## config.mk

```make
export PLATFORM = sky130hd
export DESIGN_NAME = cpm_clksel_regs
export DESIGN_NICKNAME = d
export VERILOG_FILES = /design/src/rtl/cpm_clksel_pkg.sv /design/src/rtl/cpm_flag_unit.sv /design/src/rtl/cpm_wdcfg_reg.sv /design/src/rtl/cpm_clksel_reg.sv /design/src/rtl/cpm_clksel_regs.sv
export SDC_FILE = /design/constraint.sdc
export NUM_CORES = 1
export LEC_CHECK = 0
export BUFFER_PORTS_ARGS = -buffer_cell sky130_fd_sc_hd__buf_2
export CORE_ASPECT_RATIO = 0.9
export CORE_MARGIN = 1
export CORE_UTILIZATION = 60
export DETAILED_ROUTE_END_ITERATION = 6
export PLACE_DENSITY = 0.87
export SETUP_SLACK_MARGIN = 0.05
export SLEW_MARGIN = 10
export SYNTH_ARGS = -nofsm -noshare
export SYNTH_HDL_FRONTEND = slang
export SYNTH_SLANG_ARGS = --single-unit
```

## constraint.sdc

```tcl
create_clock -name clk -period 1.95 [get_ports clk]
set_input_delay 0 -clock clk [delete_from_list [all_inputs] [get_ports clk]]
set_output_delay 0 -clock clk [all_outputs]
set_load 0.01 [all_outputs]
```

## src/rtl/cpm_clksel_pkg.sv

```systemverilog
package cpm_clksel_pkg;

    // Clock-select register bit positions
    localparam int CS_WDSEL0    = 0;
    localparam int CS_RTISEL    = 1;
    localparam int CS_WDPSTP    = 2;
    localparam int CS_RTIPSTP   = 3;
    localparam int CS_WDSEL1    = 4;
    localparam int CS_WDSTOPDIS = 5;
    localparam int CS_PSTOP     = 6;
    localparam int CS_PLLSEL    = 7;

    // Register addresses
    localparam int AD_CLKSEL = 0;
    localparam int AD_WDCFG  = 1;
    localparam int AD_SYNTH  = 2;
    localparam int AD_REFDIV = 3;
    localparam int AD_STATUS = 4;

    // Status register bit positions
    localparam int ST_OSCVLD = 0;
    localparam int ST_PLLLCK = 1;

    typedef struct packed {
        logic lock;
        logic vld;
    } flags_t;

endpackage

```

## src/rtl/cpm_flag_unit.sv

```systemverilog
module cpm_flag_unit
    import cpm_clksel_pkg::*;
(
    input  logic clk,
    input  logic rst_n,
    input  logic div_wr,
    input  logic osc_good,
    input  logic pll_locked,
    output logic pll_lock_q,
    output logic osc_valid_q,
    output logic osc_lost
);

    flags_t fl_d, fl_q;
    logic   clr;

    always_comb begin
        fl_d     = fl_q;
        clr      = div_wr | ~osc_good | ~pll_locked;
        fl_d.lock = div_wr ? 1'b0 : pll_locked;
        if (clr) begin
            fl_d.vld = 1'b0;
        end else if (osc_good && fl_q.lock) begin
            fl_d.vld = 1'b1;
        end
        osc_lost = fl_q.vld & clr;
    end

    always_ff @(posedge clk or negedge rst_n) begin
        if (!rst_n) fl_q <= '0;
        else        fl_q <= fl_d;
    end

    assign pll_lock_q  = fl_q.lock;
    assign osc_valid_q = fl_q.vld;

endmodule

```

## src/rtl/cpm_wdcfg_reg.sv

```systemverilog
module cpm_wdcfg_reg #(
    parameter int DATA_W = 8
) (
    input  logic              clk,
    input  logic              rst_n,
    input  logic              wr,
    input  logic [DATA_W-1:0] wdata,
    input  logic              special,
    output logic [DATA_W-1:0] cfg,
    output logic              done,
    output logic              arm
);

    typedef struct packed {
        logic [DATA_W-1:0] cfg;
        logic              done;
    } wd_t;

    wd_t wd_d, wd_q;

    always_comb begin
        wd_d = wd_q;
        arm  = wr & ~special & ~wd_q.done;
        if (wr && (special || !wd_q.done)) begin
            wd_d.cfg = wdata;
        end
        if (arm) begin
            wd_d.done = 1'b1;
        end
    end

    always_ff @(posedge clk or negedge rst_n) begin
        if (!rst_n) wd_q <= '0;
        else        wd_q <= wd_d;
    end

    assign cfg  = wd_q.cfg;
    assign done = wd_q.done;

endmodule

```

## src/rtl/cpm_clksel_reg.sv

```systemverilog
module cpm_clksel_reg
    import cpm_clksel_pkg::*;
#(
    parameter int DATA_W = 8
) (
    input  logic              clk,
    input  logic              rst_n,
    input  logic              wr,
    input  logic [DATA_W-1:0] wdata,
    input  logic              special,
    input  logic              osc_valid,
    input  logic              osc_lost,
    input  logic              wd_arm,
    input  logic              wd_done,
    output logic [DATA_W-1:0] sel,
    output logic              locked
);

    localparam logic [DATA_W-1:0] GUARD_MASK =
        DATA_W'((1 << CS_WDSEL0) | (1 << CS_WDSEL1));
    localparam logic [DATA_W-1:0] FREE_MASK = ~GUARD_MASK;

    typedef struct packed {
        logic [DATA_W-1:0] sel;
        logic              locked;
    } cs_t;

    cs_t  cs_d, cs_q;
    logic sel_open;

    always_comb begin
        cs_d     = cs_q;
        sel_open = special | ~cs_q.locked;

        if (wr) begin
            cs_d.sel = (cs_q.sel & GUARD_MASK) | (wdata & FREE_MASK);
            if (sel_open) begin
                cs_d.sel[CS_WDSEL1] = wdata[CS_WDSEL1];
                cs_d.sel[CS_WDSEL0] = wdata[CS_WDSEL0] & osc_valid;
            end
        end
        if (osc_lost) begin
            cs_d.sel[CS_WDSEL0] = 1'b0;
        end

        if (osc_lost) begin
            cs_d.locked = 1'b0;
        end else if (wd_arm) begin
            cs_d.locked = 1'b1;
        end else if (wr && wd_done && !special && !cs_q.locked) begin
            cs_d.locked = 1'b1;
        end
    end

    always_ff @(posedge clk or negedge rst_n) begin
        if (!rst_n) cs_q <= '0;
        else        cs_q <= cs_d;
    end

    assign sel    = cs_q.sel;
    assign locked = cs_q.locked;

endmodule

```

## src/rtl/cpm_clksel_regs.sv

```systemverilog
module cpm_clksel_regs
    import cpm_clksel_pkg::*;
#(
    parameter int ADDR_W = 3,
    parameter int DATA_W = 8
) (
    input  logic              clk,
    input  logic              rst_n,
    input  logic [ADDR_W-1:0] bus_addr,
    input  logic [DATA_W-1:0] bus_wdata,
    input  logic              bus_we,
    output logic [DATA_W-1:0] bus_rdata,
    input  logic              special_mode,
    input  logic              osc_good,
    input  logic              pll_locked
);

    localparam logic [ADDR_W-1:0] A_CS  = ADDR_W'(AD_CLKSEL);
    localparam logic [ADDR_W-1:0] A_WD  = ADDR_W'(AD_WDCFG);
    localparam logic [ADDR_W-1:0] A_SY  = ADDR_W'(AD_SYNTH);
    localparam logic [ADDR_W-1:0] A_RD  = ADDR_W'(AD_REFDIV);
    localparam logic [ADDR_W-1:0] A_ST  = ADDR_W'(AD_STATUS);

    typedef struct packed {
        logic [DATA_W-1:0] synth;
        logic [DATA_W-1:0] refdiv;
    } div_t;

    div_t div_d, div_q;

    logic wr_cs, wr_wd, wr_sy, wr_rd, div_wr;
    logic pll_lock_q, osc_valid_q, osc_lost;
    logic [DATA_W-1:0] clksel_q, wdcfg_q;
    logic wd_done, wd_arm, sel_locked;

    always_comb begin
        wr_cs  = bus_we && (bus_addr == A_CS);
        wr_wd  = bus_we && (bus_addr == A_WD);
        wr_sy  = bus_we && (bus_addr == A_SY);
        wr_rd  = bus_we && (bus_addr == A_RD);
        div_wr = wr_sy | wr_rd;

        div_d = div_q;
        if (wr_sy) div_d.synth  = bus_wdata;
        if (wr_rd) div_d.refdiv = bus_wdata;
    end

    always_ff @(posedge clk or negedge rst_n) begin
        if (!rst_n) div_q <= '0;
        else        div_q <= div_d;
    end

    cpm_flag_unit u_flags (
        .clk        (clk),
        .rst_n      (rst_n),
        .div_wr     (div_wr),
        .osc_good   (osc_good),
        .pll_locked (pll_locked),
        .pll_lock_q (pll_lock_q),
        .osc_valid_q(osc_valid_q),
        .osc_lost   (osc_lost)
    );

    cpm_wdcfg_reg #(.DATA_W(DATA_W)) u_wdcfg (
        .clk    (clk),
        .rst_n  (rst_n),
        .wr     (wr_wd),
        .wdata  (bus_wdata),
        .special(special_mode),
        .cfg    (wdcfg_q),
        .done   (wd_done),
        .arm    (wd_arm)
    );

    cpm_clksel_reg #(.DATA_W(DATA_W)) u_clksel (
        .clk      (clk),
        .rst_n    (rst_n),
        .wr       (wr_cs),
        .wdata    (bus_wdata),
        .special  (special_mode),
        .osc_valid(osc_valid_q),
        .osc_lost (osc_lost),
        .wd_arm   (wd_arm),
        .wd_done  (wd_done),
        .sel      (clksel_q),
        .locked   (sel_locked)
    );

    always_comb begin
        bus_rdata = '0;
        case (bus_addr)
            A_CS: bus_rdata = clksel_q;
            A_WD: bus_rdata = wdcfg_q;
            A_SY: bus_rdata = div_q.synth;
            A_RD: bus_rdata = div_q.refdiv;
            A_ST: begin
                bus_rdata[ST_OSCVLD] = osc_valid_q;
                bus_rdata[ST_PLLLCK] = pll_lock_q;
            end
            default: bus_rdata = '0;
        endcase
    end

endmodule

```

==> results of run 1 <==
[through the flow]
| step | setup WS (ps) | total power, mW |
|---|---|---|
| 2_1_floorplan | 675.8 | 1.281 |
| 3_3_place_gp | 556.5 | 1.371 |
| 3_5_place_dp | 489.6 | 1.403 |
| 4_1_cts | 468.2 | 1.823 |
| 5_1_grt | 393.4 | 1.915 |
| 6_report | 472.1 | 1.814 |
[cell families after synthesis]
kind of cell           count (synthesis)
multiplexers                          39
flip-flops                            36
AND/OR/NAND/NOR                       26
AO/OA/AOI/OAI                         12
buffers and inverters                  7
XOR/XNOR                               1
[worst max-delay path by stage]
stage	from	end	slack, ps
after detailed placement	bus_addr[1]	div_q[8]	490
after floorplan	u_wdcfg.done	u_wdcfg.cfg[0]	680
final	div_q[7]	bus_rdata[7]	470
after global placement	bus_addr[1]	div_q[15]	560
after global routing	div_q[7]	bus_rdata[7]	390
after CTS	div_q[7]	bus_rdata[7]	470
[worst register-to-register path: cells and delay by family (launching register included)]
| kind | cells | cell delay [ps] |
|---|---|---|
| DFF | 1 | 410 |
| muxes | 1 | 410 |
| and+or+nand+nor | 2 | 530 |
[flip-flops by register name (all words and copies together), names as in the netlist]
name,flops
u_clksel.sel,8
u_wdcfg.cfg,8
u_flags.osc_valid_q,1
u_clksel.locked,1
u_wdcfg.done,1
u_flags.pll_lock_q,1
div_q,16
[layer usage]
layer / global-route usage / vias up / wire length [µm]
met5: 0 / - / 0
met4: 0.09524 / 0 / 51
met3: 0.07335 / 4 / 122
met2: 0.3580 / 25 / 1510
met1: 0.3355 / 540 / 1542
li1: - / 529 / -
[where the power goes]
group / leakage, nW / internal (mW) / total, mW / switching (mW)
logic: 0.445 / 0.258 / 0.412 / 0.154
registers: 0.435 / 0.908 / 0.993 / 0.0845
clock network: 0.0326 / 0.178 / 0.410 / 0.232
total: 0.912 / 1.34 / 1.81 / 0.471
[layout by cell type, fill, tap and decap left out, drive strengths merged, types with 2 or more instances in the layout]
| cell type | synthesis | routed |
|---|---|---|
| nand3b | 4 | 4 |
| o22ai | 3 | 3 |
| nor4b | 2 | 2 |
| mux2 | 32 | 32 |
| nand2 | 3 | 3 |
| nor2 | 2 | 2 |
| o21a | 3 | 3 |
| dfrtp | 36 | 36 |
| and2 | 2 | 2 |
| buf | 7 | 28 |
| nor2b | 7 | 7 |
| mux4 | 6 | 6 |
| dlygate4sd3 | 0 | 10 |
| clkbuf | 0 | 8 |
[final cells by class]
cell class / count / share of cell area
Clock buffer: 8 / 0.02847
Multi-Input combinational cell: 78 / 0.3901
Sequential cell: 36 / 0.4361
Tap cell: 40 / 0.02423
Timing Repair Buffer: 38 / 0.1211
==> results.txt, run 1 <==
----------------------------------------------------
[Outcome]
  Outcome ... finished clean

[Route]
  DR vias ... 1098
  Vias/cell ... 5.490
  Starting DRC count in detailed routing ... 30
  Antenna violation net count after detailed routing ... 0
  WL per Instance ... 16.13 µm
  Drt drc ... 0
  Detailed Routing Iterations Pass 1 ... 4
  Total length of routed wires ... 3226 µm

[Finish]
  Cell Count, Final, Fillers Out ... 200
  Fraction of layout instances using a drive strength above 1 ... 0.4813
  Syn-to-layout area delta ... 17.68%
  Number of diodes ... 0
  Area used by multi-input combinational logic ... 805.8 µm²
  Final standard cell utilization of the core ... 0.7457
  Total number of nets in the final design ... 176
  Filler cell count in the final layout ... 197
  Seq. cell area ... 900.9 µm²
  Final design area excluding fillers ... 2066 µm²

[Worst setup path]
  Data required time of the worst path ... 1950 ps
  Worst Path Max Fanout ... 2
  Cells along the critical path ... mux4_2 -> nor2b_1 -> buf_2
  CP arrival ... 1480 ps
  Cell class contributing the biggest share of worst-path delay ... multiplexers
  Critical path's slowest cell ... mux4_2
  Critical path capture point type ... primary output
  Reg-to-reg setup timing slack ... 480 ps
  Reg2Reg Capture Point ... u_wdcfg.cfg[1]
  Worst R2R Start ... u_wdcfg.done
  Type of element launching the critical path ... flip-flop
  Path type of the worst setup path ... reg2out
  Delay contributed by the slowest stage of the critical path ... 460 ps
  Levels on crit path ... 3
  Cells on worst reg2reg path ... 3
  Number of buffer and inverter instances along the worst setup path ... 1

[Floorplanning]
  Cell Rows ... 18
  Die Span Y ... 53.32 µm
  IO Count ... 25
  Initial core utilization ... 0.6337
  Die boundary width ... 59.02 µm
  Core area ... 2770 µm²
  Full die area ... 3146 µm²

[Logic synthesis]
  Area fraction in compound gates after synthesis ... 0.05061
  Leading cell type by number of instances after synthesis ... dfrtp_1
  Most frequent cells after synthesis ... dfrtp_1 (36), mux2_2 (31), nor2b_1 (7)
  Adder-Cell Fraction of Synth Area ... 0
  Fraction of synthesized cell area taken by the top area cell type ... 0.5132
  Xor and xnor area share after synthesis ... 0.004989
  Number of enable flip-flop cells after synthesis ... 0
  Portion of netlist area occupied by mux cells ... 0.2901
  Total of flip-flops plus latches after synthesis ... 36
  Nets in the synthesized netlist ... 138
  Proportion of register bits with asynchronous set or reset after synthesis ... 1.000
  Synth cell types ... 32
  Seq/Total Area, Yosys ... 0.5132
  Count of mapped cells out of synthesis ... 121
  Mean instance size in the synthesized netlist ... 14.51 µm²
  Post-synthesis cell type with the largest combined area ... dfrtp_1
  Simple logic cell fraction of the synthesized area ... 0.1133
  Most used flip-flop cell after synthesis ... dfrtp_1
  Largest family of logic cells by synthesized area ... multiplexers
  Largest cells by area after synthesis ... dfrtp_1 (51%), mux2_2 (20%), mux4_2 (7.7%), nor2b_1 (2.5%), nand3b_1 (1.7%)
  Warning count from the yosys run ... 0
  Syn Std Cell Area ... 1755 µm²

[Worst hold path]
  Hold Path End ... u_clksel.locked
  Hold path startpoint ... special_mode
  Worst hold path class ... in2reg
  Cell count of the worst hold path ... 4

[Place]
  Estimated wirelength of the detail-placed design ... 2165 µm
  Port Buf Inserts ... 24
  Total placed cells including tap cells ... 182
  Standard cell area after detailed placement ... 1907 µm²
  Placer Congestion ... 0.7606

[Timing]
  Final critical-path share of the clock period ... 0.7579
  Worst hold margin ... 28.32 ps
  Worst rel slew slack ... 0.4787
  Least-Margin Pin Slew ... 781.9 ps
  Total count of max-transition violations in the final report ... 0
  Total negative slack ... 0 ps
  RSZ-0062 raised after global routing ... no
  Number of hold violations in the final report ... 0
  Minimum clock period ... 1478 ps
  Max frequency ... 0.6766 GHz
  Final setup violation count ... 0
  Final setup skew ... 4.711 ps

[Clocking]
  Number of buffers created by CTS ... 5
  Sink Count ... 36
  Number of buffers inserted to repair setup after CTS ... 0
  Number of hold buffers added after CTS ... 10
  Clock tree from TritonCTS ... done
  Post-cts gate resize count ... 0
  Worst-Skew Late Latency ... 330 ps
  Clock-pin slew reported for the worst setup and hold paths after clock tree synthesis ... 100 ps
  Htree depth ... 2
  Master cell of the clock root buffer ... clkbuf_4
  Buffer depth of the longest clock path ... 2

[Global routing]
  Grt ovf ... 0
  Largest net degree at the start of global routing ... 37
  Vias in the first global route ... 1064
  Global-route total usage across every layer ... 0.2427
  Global-route wire length before repair ... 5209 µm
  Antenna violations before repair ... 0

[Power]
  PD cells ... 878.3 nW/µm²
  Static leakage ... 0.9121 nW
  Largest vdd supply drop ... 0.7331 mV

[Flow run]
  Max_cap viols ... 0

----------------------------------------------------
(Power assumes the default switching activity.)
==> run 2: changes to the inputs <==
--- a/config.mk
+++ b/config.mk
@@ -8,9 +8,9 @@
 export BUFFER_PORTS_ARGS = -buffer_cell sky130_fd_sc_hd__buf_2
 export CORE_ASPECT_RATIO = 0.9
 export CORE_MARGIN = 1
-export CORE_UTILIZATION = 60
+export CORE_UTILIZATION = 56
 export DETAILED_ROUTE_END_ITERATION = 6
-export PLACE_DENSITY = 0.87
+export PLACE_DENSITY = 0.82
 export SETUP_SLACK_MARGIN = 0.05
 export SLEW_MARGIN = 10
 export SYNTH_ARGS = -nofsm -noshare
==> constraint.sdc (replaced) <==
create_clock -name clk -period 1.38 [get_ports clk]
set_input_delay 0 -clock clk [delete_from_list [all_inputs] [get_ports clk]]
set_output_delay 0 -clock clk [all_outputs]
set_load 0.01 [all_outputs]
==> results.txt, run 2 (synthesized netlist as in run 1, its figures left out) <==
----------------------------------------------------
[Outcome]
  Outcome ... complete, but fails checks
  Failing checks ... negative setup slack

[Power]
  Fraction of power spent switching nets ... 0.2584 (-0.0009753)
  Largest vdd supply drop ... 1.093 mV (+49%)
  Clock group share of total power ... 0.228 (+0.002)
  PD cells ... 1232 nW/µm² (+40%)
  Total power after layout ... 2.729 mW (+50%)
  Int Pwr ... 2.024 mW (+51%)
  Static leakage ... 1.008 nW (+10%)
  Sequential cell fraction of total power ... 0.516 (-0.031)
  Power spent charging and discharging nets ... 0.7052 mW (+50%)
  Comb pwr share ... 0.257 (+0.030)

[Worst setup path]
  Worst Path Max Fanout ... 2 (unchanged)
  Path type of the worst setup path ... reg2out
  Data required time of the worst path ... 1380 ps (-570 ps)
  Type of element launching the critical path ... flip-flop
  CP arrival ... 1460 ps (-20 ps)
  Critical path capture point type ... primary output

[Floorplanning]
  Core area ... 2860 µm² (+3.3%)
  IO Count ... 25 (unchanged)
  Die boundary width ... 61.02 µm (+3.4%)
  Die Span Y ... 55.12 µm (+3.4%)
  Cell Rows ... 18 (unchanged)
  Full die area ... 3363 µm² (+6.9%)
  Initial core utilization ... 0.6137 (-0.01996)

[Finish]
  Seq. cell area ... 900.9 µm² (unchanged)
  Total number of nets in the final design ... 187 (+6.3%)
  Biggest register ... div_q
  Most common cell after layout, fill and taps aside ... dfrtp_1
  Filler cell count in the final layout ... 181 (-8.1%)
  Number of diodes ... 0 (unchanged)
  Area used by multi-input combinational logic ... 853.3 µm² (+5.9%)
  Max FFs per register ... 16 (unchanged)
  Fraction of layout instances using a drive strength above 1 ... 0.5412 (+0.05993)
  Final standard cell utilization of the core ... 0.7747 (+0.02901)
  Syn-to-layout area delta ... 26.23%
  Leading cell types in the layout, fill and taps excluded ... dfrtp_1 (36), mux2_2 (24), buf_2 (23), buf_4 (13), dlygate4sd3_1 (10)

[Clocking]
  Number of buffers created by CTS ... 5 (unchanged)
  Worst-Skew Late Latency ... 330 ps (about the same)
  Clock tree from TritonCTS ... done
  Buffer depth of the longest clock path ... 2 (unchanged)
  Clock-pin slew reported for the worst setup and hold paths after clock tree synthesis ... 100 ps (about the same)
  Master cell of the clock root buffer ... clkbuf_4
  Sink Count ... 36 (unchanged)
  Htree depth ... 2 (unchanged)

[Global routing]
  Vias in the first global route ... 1113 (+4.6%)
  Antenna violations before repair ... 0 (unchanged)
  Global-route wire length before repair ... 5375 µm (+3.2%)
  Global-route total usage across every layer ... 0.2339 (-0.008801)
  Grt ovf ... 0 (unchanged)
  Largest net degree at the start of global routing ... 37 (unchanged)

[Place]
  Estimated wirelength of the detail-placed design ... 2342 µm (+8.2%)
  Placer Congestion ... 0.7904 (+3.9%)
  Port Buf Inserts ... 24 (unchanged)

[Timing]
  Worst rel slew slack ... 0.7016 (+0.2229)
  Crit path setup slack, layout ... -83.13 ps (-555.2 ps)
  Number of hold violations in the final report ... 0 (unchanged)
  RSZ-0062 raised after global routing ... yes
  Minimum clock period ... 1463 ps
  Final critical-path share of the clock period ... 1.060
  Final setup skew ... 5.051 ps (+0.3401 ps)
  Total negative slack ... -454.3 ps (-454.3 ps)
  Final setup violation count ... 7 (+7)
  Max frequency ... 0.6835 GHz
  Total count of max-transition violations in the final report ... 0 (unchanged)
  Least-Margin Pin Slew ... 447.6 ps (-334.3 ps)

[Route]
  Antenna violation net count after detailed routing ... 0 (unchanged)
  WL per Instance ... 17.87 µm (+11%)
  Drt drc ... 0 (unchanged)
  Total length of routed wires ... 3753 µm (+16%)
  Vias/cell ... 5.614 (+2.3%)
  DR vias ... 1179 (+7.4%)
  Starting DRC count in detailed routing ... 52 (+73%)
  Detailed Routing Iterations Pass 1 ... 4 (unchanged)

[Worst hold path]
  Worst hold path class ... in2reg

[Flow run]
  Max_cap viols ... 0 (unchanged)

----------------------------------------------------
-- run 2: cell types whose count changed in the layout (fill, tap and decap cells not counted), sizes merged --
cell	delta
buf	+11
clkbuf	-1
-- run 2: final timing paths --
check / startpoint / end / slack (ps) / depth (start not counted)
max: u_wdcfg.cfg[7] / bus_rdata[7] / -80 / 3
min: osc_good / u_flags.osc_valid_q / 50 / 3
max reg2reg: u_wdcfg.done / u_wdcfg.cfg[3] / 70 / 4
min reg2reg: div_q[14] / div_q[14] / 510 / 1
max in group asynchronous: rst_n / u_clksel.sel[5] / 830 / 3
min in group asynchronous: rst_n / div_q[1] / 230 / 3
-- run 2: final cells by class --
type / count / area share
multi-input cells: 78 / 0.3851
flip-flops and latches: 36 / 0.4065
clock buffers: 7 / 0.02936
repair buffers: 49 / 0.1564
well taps: 40 / 0.02259
-- run 2: worst max-delay path, stage by stage, from the launching register on --
cell and delay [ps]:
dfrtp_1 400, mux4_2 440, nor2b_1 140, buf_2 150
-- run 2: power by group through the flow --
stage | Sequential, mW | Clock, mW | Combinational [mW]
2_1_floorplan | 1.38 | 0 | 0.431
3_3_place_gp | 1.41 | 0 | 0.550
3_5_place_dp | 1.43 | 0 | 0.574
4_1_cts | 1.40 | 0.631 | 0.607
5_1_grt | 1.43 | 0.680 | 0.750
6_report | 1.41 | 0.622 | 0.700
-- run 2: stage by stage --
stage / worst slack [ps] / instances / hold slack (ps) / area (µm²)
after CTS: -87.43 / 207 / 20.06 / 2132
after global placement: 115.6 / 189 / 55.30 / 1959
after detailed placement: 80.31 / 189 / 59.52 / 1959
final: -83.13 / 210 / 53.32 / 2216
after global routing: -151.1 / 210 / 52.48 / 2216
after floorplan: 105.8 / 121 / -295.6 / 1755
-- run 2: routing by layer --
layer  track usage  share of wire  vias up
met4       0.07955          0.015        0
li1              -              -      545
met5             0              0        -
met1        0.3143           0.46      599
met3       0.04884          0.033        6
met2        0.3828           0.49       29
-- run 2: what timing repair did --
| item | CTS | global route |
|---|---|---|
| buffers inserted | 1 | 3 |
| pin swaps | 1 | 1 |
| gates resized for setup | 0 | 14 |
| setup endpoints to repair | 7 | 16 |
| hold buffers | 10 | 0 |
| hold endpoints to repair | 69 | 0 |
==> run 3: changes to the inputs <==
--- a/config.mk
+++ b/config.mk
@@ -6,7 +6,7 @@
 export NUM_CORES = 1
 export LEC_CHECK = 0
 export BUFFER_PORTS_ARGS = -buffer_cell sky130_fd_sc_hd__buf_2
-export CORE_ASPECT_RATIO = 0.9
+export CORE_ASPECT_RATIO = 0.75
 export CORE_MARGIN = 1
 export CORE_UTILIZATION = 56
 export DETAILED_ROUTE_END_ITERATION = 6
==> results.txt, run 3 (synthesized netlist as in run 1, its figures left out) <==
----------------------------------------------------
[Timing]
  Crit path setup slack, layout ... -26.87 ps (+56.27 ps)
  Final setup violation count ... 5 (-2)
  RSZ-0062 raised after global routing ... yes
  Total count of max-transition violations in the final report ... 0 (unchanged)
  Max frequency ... 0.7108 GHz (+4.0%)
  Minimum clock period ... 1407 ps (-56.27 ps)
  Number of hold violations in the final report ... 0 (unchanged)
  Least-Margin Pin Slew ... 460.7 ps (+13.04 ps)
  Final setup skew ... 4.535 ps (-0.5163 ps)
  Worst rel slew slack ... 0.6929 (-0.008694)
  Final critical-path share of the clock period ... 1.019 (-0.04077)

[Finish]
  Number of diodes ... 0 (unchanged)
  Biggest register ... div_q
  Syn-to-layout area delta ... 25.94%
  Fraction of layout instances using a drive strength above 1 ... 0.5417 (about the same)
  Filler cell count in the final layout ... 200 (+10%)
  Most common cell after layout, fill and taps aside ... dfrtp_1
  Total number of nets in the final design ... 185 (-1.1%)
  Final standard cell utilization of the core ... 0.7478 (-0.02694)
  Leading cell types in the layout, fill and taps excluded ... dfrtp_1 (36), mux2_2 (30), buf_2 (21), buf_4 (12), dlygate4sd3_1 (10)
  Max FFs per register ... 16 (unchanged)
  Final design area excluding fillers ... 2211 µm² (-0.23%)

[Clocking]
  Htree depth ... 2 (unchanged)
  Number of buffers created by CTS ... 5 (unchanged)
  Sink Count ... 36 (unchanged)
  Clock-pin slew reported for the worst setup and hold paths after clock tree synthesis ... 70 ps (-30 ps)
  Buffer depth of the longest clock path ... 2 (unchanged)
  Clock tree from TritonCTS ... done
  Worst-Skew Late Latency ... 290 ps (-40 ps)
  Master cell of the clock root buffer ... clkbuf_8

[Route]
  Vias/cell ... 5.612 (about the same)
  WL per Instance ... 17.82 µm (-0.29%)
  Starting DRC count in detailed routing ... 46 (-12%)
  Drt drc ... 0 (unchanged)
  DR vias ... 1156 (-2.0%)
  Detailed Routing Iterations Pass 1 ... 4 (unchanged)
  Antenna violation net count after detailed routing ... 0 (unchanged)
  Total length of routed wires ... 3671 µm (-2.2%)

[Floorplanning]
  Die boundary width ... 66.65 µm (+9.2%)
  Core area ... 2957 µm² (+3.4%)
  Die Span Y ... 50.49 µm (-8.4%)
  Initial core utilization ... 0.5937 (-0.02000)
  Cell Rows ... 17 (-1)
  IO Count ... 25 (unchanged)
  Full die area ... 3365 µm² (about the same)

[Worst setup path]
  Worst Path Max Fanout ... 2 (unchanged)
  CP arrival ... 1410 ps (-50 ps)
  Path type of the worst setup path ... reg2out
  Number of buffer and inverter instances along the worst setup path ... 1 (unchanged)
  Cell class contributing the biggest share of worst-path delay ... multiplexers
  Type of element launching the critical path ... flip-flop
  Critical path capture point type ... primary output
  Delay contributed by the slowest stage of the critical path ... 460 ps (+20 ps)
  Data required time of the worst path ... 1380 ps (about the same)
  Critical path's slowest cell ... mux4_2
  Cells along the critical path ... mux4_2 -> nor2b_1 -> buf_2

[Place]
  Standard cell area after detailed placement ... 1964 µm² (+0.26%)
  Pre-CTS WS ... 63.93 ps (-16.38 ps)
  Placer Congestion ... 0.7519 (-4.9%)
  Estimated wirelength of the detail-placed design ... 2485 µm (+6.1%)
  Port Buf Inserts ... 24 (unchanged)

[Power]
  PD cells ... 1258 nW/µm² (+2.1%)
  Largest vdd supply drop ... 0.7674 mV (-30%)
  Total power after layout ... 2.781 mW (+1.9%)
  Static leakage ... 0.9942 nW (-1.3%)

[Outcome]
  Outcome ... complete, but fails checks
  Failing checks ... negative setup slack

[Global routing]
  Global-route total usage across every layer ... 0.2569 (+0.02298)
  Vias in the first global route ... 1191 (+7.0%)
  Grt ovf ... 0 (unchanged)
  Antenna violations before repair ... 0 (unchanged)
  Global-route wire length before repair ... 5982 µm (+11%)
  Largest net degree at the start of global routing ... 37 (unchanged)

[Worst hold path]
  Worst hold path class ... in2reg

[Flow run]
  Max_cap viols ... 0 (unchanged)

----------------------------------------------------
-- run 3: metal layers --
metal,track usage,wire [µm]
met1,0.3528,1671
met2,0.3872,1782
met3,0.06136,150
met4,0.1170,65
met5,0,0
-- run 3: final timing paths --
| kind | start | to | slack (ps) | cells after the start |
|---|---|---|---|---|
| hold reg to reg | div_q[7] | div_q[7] | 500 | 1 |
| setup / recovery | div_q[4] | bus_rdata[4] | -30 | 3 |
| min in group asynchronous | rst_n | u_clksel.sel[2] | 280 | 3 |
| max in group asynchronous | rst_n | u_flags.osc_valid_q | 780 | 3 |
| hold / removal | bus_addr[0] | u_wdcfg.done | 110 | 2 |
| setup reg to reg | u_wdcfg.done | u_wdcfg.cfg[1] | 90 | 4 |
-- run 3: final cells by class --
type | count | area, µm² | area share
tap | 38 | 47.55 | 0.02151
clock buffer | 6 | 72.57 | 0.03282
timing repair buffer | 47 | 340.3 | 0.1539
multi-input combinational | 78 | 844.6 | 0.3820
sequential | 36 | 900.9 | 0.4075
clock inverter | 1 | 5.005 | 0.002264
-- run 3: repair_timing --
action                                  in CTS  in global routing
hold buffers                                10                  0
buffers inserted                             0                  1
endpoints found under the setup margin       7                 14
endpoints found under the hold margin       62                  0
gates resized for setup                      3                  9
pin swaps                                    1                  0
-- run 3: per-stage QoR --
stage	std cells	hold WS (ps)	setup TNS (ps)
after floorplan	121	-295.6	0
after global placement	188	53.67	0
after detailed placement	188	67.03	0
after CTS	205	90.24	-142.1
after global routing	206	114.3	-343.0
final	206	107.9	-88.15
-- run 3: where the power goes --
| group | internal (mW) | switching (mW) | leakage (nW) |
|---|---|---|---|
| registers | 1.29 | 0.124 | 0.435 |
| logic | 0.429 | 0.242 | 0.518 |
| clock network | 0.343 | 0.357 | 0.0410 |
